### src/rtl/sipo_pkg.sv
package sipo_pkg;

  // One output bit: a blanked bit reads as ~pol, otherwise data is XORed with ~pol.
  function automatic logic drive_bit(input logic held, input logic show, input logic pol);
    return (held & show) ^ ~pol;
  endfunction

  // Exit stage of a lane depends on direction.
  function automatic logic exit_bit(input logic fwd, input logic hi_end, input logic lo_end);
    return fwd ? hi_end : lo_end;
  endfunction

endpackage

### src/rtl/sipo_lane.sv
module sipo_lane #(
  parameter int STAGES = 20
) (
  input  logic              clk,
  input  logic              rst_n,
  input  logic              fwd,
  input  logic              din,
  output logic [STAGES-1:0] q,
  output logic [STAGES-1:0] nxt,
  output logic              dout
);
  import sipo_pkg::*;

  always_comb begin
    if (fwd) nxt = {q[STAGES-2:0], din};
    else     nxt = {din, q[STAGES-1:1]};
  end

  always_ff @(posedge clk) begin
    if (!rst_n) q <= '0;
    else        q <= nxt;
  end

  assign dout = exit_bit(fwd, q[STAGES-1], q[0]);

  // forward entry and step
  assert_fwd_entry_R2: assert property (@(posedge clk) disable iff (!rst_n)
    (rst_n && fwd) |=> (q[0] == $past(din)));
  assert_fwd_step_R2: assert property (@(posedge clk) disable iff (!rst_n)
    (rst_n && fwd) |=> (q[STAGES-1:1] == $past(q[STAGES-2:0])));
  // reverse entry and step
  assert_rev_entry_R3: assert property (@(posedge clk) disable iff (!rst_n)
    (rst_n && !fwd) |=> (q[STAGES-1] == $past(din)));
  assert_rev_step_R3: assert property (@(posedge clk) disable iff (!rst_n)
    (rst_n && !fwd) |=> (q[STAGES-2:0] == $past(q[STAGES-1:1])));

endmodule

### src/rtl/sipo_hold.sv
module sipo_hold #(
  parameter int W = 80
) (
  input  logic         clk,
  input  logic         rst_n,
  input  logic         load,
  input  logic [W-1:0] d,
  output logic [W-1:0] q
);

  always_ff @(posedge clk) begin
    if (!rst_n)    q <= '0;
    else if (load) q <= d;
  end

  // no load keeps the held word
  assert_hold_stable_R7: assert property (@(posedge clk) disable iff (!rst_n)
    (rst_n && !load) |=> $stable(q));

endmodule

### src/rtl/sipo_outstage.sv
module sipo_outstage #(
  parameter int W = 80
) (
  input  logic [W-1:0] held,
  input  logic         show,
  input  logic         pol,
  output logic [W-1:0] drv
);
  import sipo_pkg::*;

  for (genvar b = 0; b < W; b++) begin : g_bit
    assign drv[b] = drive_bit(held[b], show, pol);
  end

endmodule

### src/rtl/sipo_quad_driver.sv
module sipo_quad_driver #(
  parameter int LANES  = 4,
  parameter int STAGES = 20
) (
  input  logic                     clk,
  input  logic                     rst_n,
  input  logic [LANES-1:0]         ser_in,
  input  logic                     dir_fwd,
  input  logic                     latch_en,
  input  logic                     unblank,
  input  logic                     pass_true,
  output logic [LANES-1:0]         casc_out,
  output logic [LANES*STAGES-1:0]  drv_out
);
  localparam int W = LANES * STAGES;

  // Named internal events for the assertions.
  logic [W-1:0] shift_flat;
  logic [W-1:0] shift_next;
  logic [W-1:0] held_word;

  // Lane L stage k sits at flat bit L*STAGES+k.
  for (genvar g = 0; g < LANES; g++) begin : g_lane
    sipo_lane #(.STAGES(STAGES)) u_lane (
      .clk  (clk),
      .rst_n(rst_n),
      .fwd  (dir_fwd),
      .din  (ser_in[g]),
      .q    (shift_flat[g*STAGES +: STAGES]),
      .nxt  (shift_next[g*STAGES +: STAGES]),
      .dout (casc_out[g])
    );
  end

  // Edge-loaded hold: takes the value the lanes get at the same edge.
  sipo_hold #(.W(W)) u_hold (
    .clk  (clk),
    .rst_n(rst_n),
    .load (latch_en),
    .d    (shift_next),
    .q    (held_word)
  );

  sipo_outstage #(.W(W)) u_out (
    .held(held_word),
    .show(unblank),
    .pol (pass_true),
    .drv (drv_out)
  );

  // after a loading edge the hold equals the lanes
  assert_hold_tracks_R6: assert property (@(posedge clk) disable iff (!rst_n)
    (rst_n && latch_en) |=> (held_word == shift_flat));
  // blanked, inverted polarity -> all ones
  assert_blank_high_R8: assert property (@(posedge clk) disable iff (!rst_n)
    (!unblank && !pass_true) |-> (&drv_out));
  // blanked, true polarity -> all zeros
  assert_blank_low_R9: assert property (@(posedge clk) disable iff (!rst_n)
    (!unblank && pass_true) |-> (drv_out == '0));
  // shown data, both polarities
  assert_show_true_R10: assert property (@(posedge clk) disable iff (!rst_n)
    (unblank && pass_true) |-> (drv_out == held_word));
  assert_show_inv_R10: assert property (@(posedge clk) disable iff (!rst_n)
    (unblank && !pass_true) |-> (drv_out == ~held_word));

endmodule

### config.mk
export PLATFORM = sky130hd
export DESIGN_NAME = sipo_quad_driver
export DESIGN_NICKNAME = d
export VERILOG_FILES = /design/src/rtl/sipo_pkg.sv /design/src/rtl/sipo_lane.sv /design/src/rtl/sipo_hold.sv /design/src/rtl/sipo_outstage.sv /design/src/rtl/sipo_quad_driver.sv
export SDC_FILE = /design/constraint.sdc
export NUM_CORES = 1
export LEC_CHECK = 0
export BUFFER_PORTS_ARGS = -buffer_cell sky130_fd_sc_hd__buf_2
export CAP_MARGIN = 10
export CORE_MARGIN = 8
export CORE_UTILIZATION = 57
export DETAILED_ROUTE_END_ITERATION = 7
export GPL_TIMING_DRIVEN = 0
export MAX_ROUTING_LAYER = met4
export PLACE_DENSITY_LB_ADDON = 0.12
export SLEW_MARGIN = 15
export SYNTH_ARGS = -nofsm -noshare
export SYNTH_HDL_FRONTEND = slang
export SYNTH_SLANG_ARGS = --single-unit
export TNS_END_PERCENT = 10
### constraint.sdc
create_clock -name clk -period 1.6 [get_ports clk]
set_clock_uncertainty 0.05 [all_clocks]
set_input_delay 0.24 -clock clk [delete_from_list [all_inputs] [get_ports clk]]
set_output_delay 0.24 -clock clk [all_outputs]
set_load 0.02 [all_outputs]
==> results.cfg <==
[yosys]
synth.net_count = 720
syn_area_um2 = 6780
muxShareOfSynthArea_pct = 12.5
ys_ff_latch = 160
synthFlopType = dfxtp_1
yosys.area_share.simple_pct = 11.8
yosysWarnings = 0
synth.distinct_cells = 15
synthAdderAreaFrac_pct = 0
syn_inst = 710
synth_area_leaders = dfxtp_1 (47%), mux2i_1 (12%), xor2_1 (10%)
avgSynthCellArea_um2 = 9.55
synth_top_family_by_area = multiplexers
synth_top_area_share_pct = 47.2
synth-async-reset-ratio_pct = 0
synth_xor_area_share_pct = 10.3
synth_compound_area_share_pct = 11.8
ys_seq_area_share_pct = 47.2
yosysMostFrequentCell = dfxtp_1
synth_enable_flop_cells = 0
yosys.area.top_type = dfxtp_1

[final_layout]
drive_gt1_share_pct = 20.6
nets = 826
diodes = 0
fillers = 965
area_growth_pct = 18.3
final_core_util_pct = 67.9
postLayoutCellArea_um2 = 8020

[global_route]
grt_busiest_layer = met2
grt_first_pass_wirelength_mm = 25.4
grtUsageMet1_pct = 24.9
use_met2_pct = 32.6
antenna_found_initial = 0
grt_max_degree = 17
grt_pass1_vias = 5127
grt_use_total_pct = 20.4
gr-total-overflow = 0
grt.met3_usage_pct = 5.10

[hold_path]
hold_path_class = input pin to flip-flop
min_path_cells = 3
hold-path-endpoint = g_lane[3].u_lane.q[19]
holdCritStartpoint = ser_in[3]

[floorplanning]
floorplan.initialDensity_pct = 57.4
num_io_pins = 94
core_um2 = 11800
rows = 40
die_h_um = 125
die_w_um = 125
die_area_um2 = 15600

[outcome]
status = finished clean

[timing]
post-route-period-util_pct = 97.4
tightestPinTransition_ns = 0.468
max_freq_ghz = 0.642
rsz0062_at_grt = false
final.min_clock_period_ns = 1.56
drv_slew = 0
hold_viol = 0
finalSetupViolations = 0
slew-limit-headroom_pct = 68.8
whs_ns = 0.0928

[power]
power.internal_w = 0.00692
peakVddDrop_uv = 723
leakage_nw = 3.27
powerDensity_nw_per_um2 = 1150
p_seq_share_pct = 45.1
clkPwrFrac_pct = 42.8
p_sw_w = 0.00232
switching_share_pct = 25.1
comb_power_share_pct = 12.1

[cts]
clk_path_buf_depth = 2
cts_buffers = 17
clkSlewWorstSetupHoldPaths_ns = 0.06
cts_setup_buffers = 0
hold_buffers = 0
htree_levels = 4
ctsRootBufferMaster = clkbuf_16
insertion_delay_ns = 0.42
ctsResizeCount = 6
cts_sinks = 160
cts_tree = built

[setup_path]
required_ns = 1.31
worstPathArrival_ns = 1.27
regToRegSetupSlack_ns = 0.77
crit_fanout = 2
cp-start-kind = flip-flop
crit_type = flip-flop to output pin
crit_path_end_kind = output pin
rr_worst_depth = 2
r2r_start = g_lane[1].u_lane.q[11]
reg2reg_to = u_hold.q[32]

[place]
hpwl_mm = 11.2
postPlaceCellArea_um2 = 7400
gp_congestion = 0.788
port-buffer-count = 88

[drt]
dr.first_iter.drc_count = 326
wirelength_mm = 15.3
firstDrtPassIters = 4
drc = 0
dr_total_vias = 5059
via_per_inst = 5.18
ant_nets = 0
wl_per_cell_um = 15.7

[flow_run]
maxCapViolations = 0
final cells by class:
type	count	area (µm²)	area share (%)
buffer	65	427	5.32
clock buffer	21	470	5.87
multi-input combinational	484	3160	39.3
sequential	160	3210	40.0
tap	147	184	2.29
timing repair buffer	88	462	5.76
clock inverter	11	113	1.40
registers in the layout, indices dropped and copies added (netlist names):
name	flops
g_lane.u_lane.q	80
u_hold.q	80
critical path, cell delays in order, from the launching register on:
cell and delay [ns]:
dfxtp_2 0.32, mux2_4 0.28, buf_4 0.13, buf_6 0.12
power by group through the flow:
stage	combinational, W	clock, W	sequential (W)
6_report	0.00112	0.00395	0.00417
5_1_grt	0.00121	0.00418	0.00418
4_1_cts	0.00113	0.00400	0.00417
3_5_place_dp	0.00112	0	0.00425
3_3_place_gp	0.00110	0	0.00425
2_1_floorplan	0.000808	0	0.00423
through the flow:
stage,setup WS [ns],total power [W],TNS [ns],cells
after floorplan,0.225,0.00504,0,710
after global placement,-0.265,0.00535,-12.54,945
after detailed placement,-0.293,0.00537,-13.96,945
after CTS,0.00295,0.00929,0,977
after global routing,0.000560,0.00957,0,976
final,0.0417,0.00924,0,976
worst max-delay path by stage:
stage | slack, ns | startpoint | endpoint
2_1_floorplan | 0.22 | dir_fwd | casc_out[0]
3_3_place_gp | -0.26 | unblank | drv_out[5]
3_5_place_dp | -0.29 | unblank | drv_out[5]
4_1_cts | 0.003 | dir_fwd | casc_out[1]
5_1_grt | 0.0006 | g_lane[1].u_lane.q[0] | casc_out[1]
6_report | 0.04 | g_lane[2].u_lane.q[0] | casc_out[2]
placed cells by master (no fill, tap or decap), types with 3 or more instances in the layout:
| cell type | count |
|---|---|
| buf_2 | 105 |
| clkbuf_8 | 3 |
| buf_12 | 6 |
| clkinvlp_4 | 3 |
| mux2i_1 | 80 |
| clkbuf_16 | 17 |
| a21oi_1 | 80 |
| buf_4 | 11 |
| xor2_1 | 80 |
| clkbuf_4 | 3 |
| nor2b_1 | 80 |
| nand2_1 | 80 |
| clkinv_2 | 6 |
| dfxtp_2 | 5 |
| dfxtp_1 | 155 |
| buf_6 | 4 |
| clkbuf_1 | 23 |
| o21ai_0 | 80 |
cell families after synthesis:
group | after synthesis
buf+inv | 66
simple gates | 160
mux | 84
xor+xnor | 80
flops | 160
compound gates | 160
routing by layer:
metal / vias up / share of wire, %
li1: 2553 / -
met1: 2387 / 48
met2: 98 / 47
met3: 21 / 4.2
met4: 0 / 1.3
met5: - / 0
No activity file was read; power rests on OpenSTA's default activity.
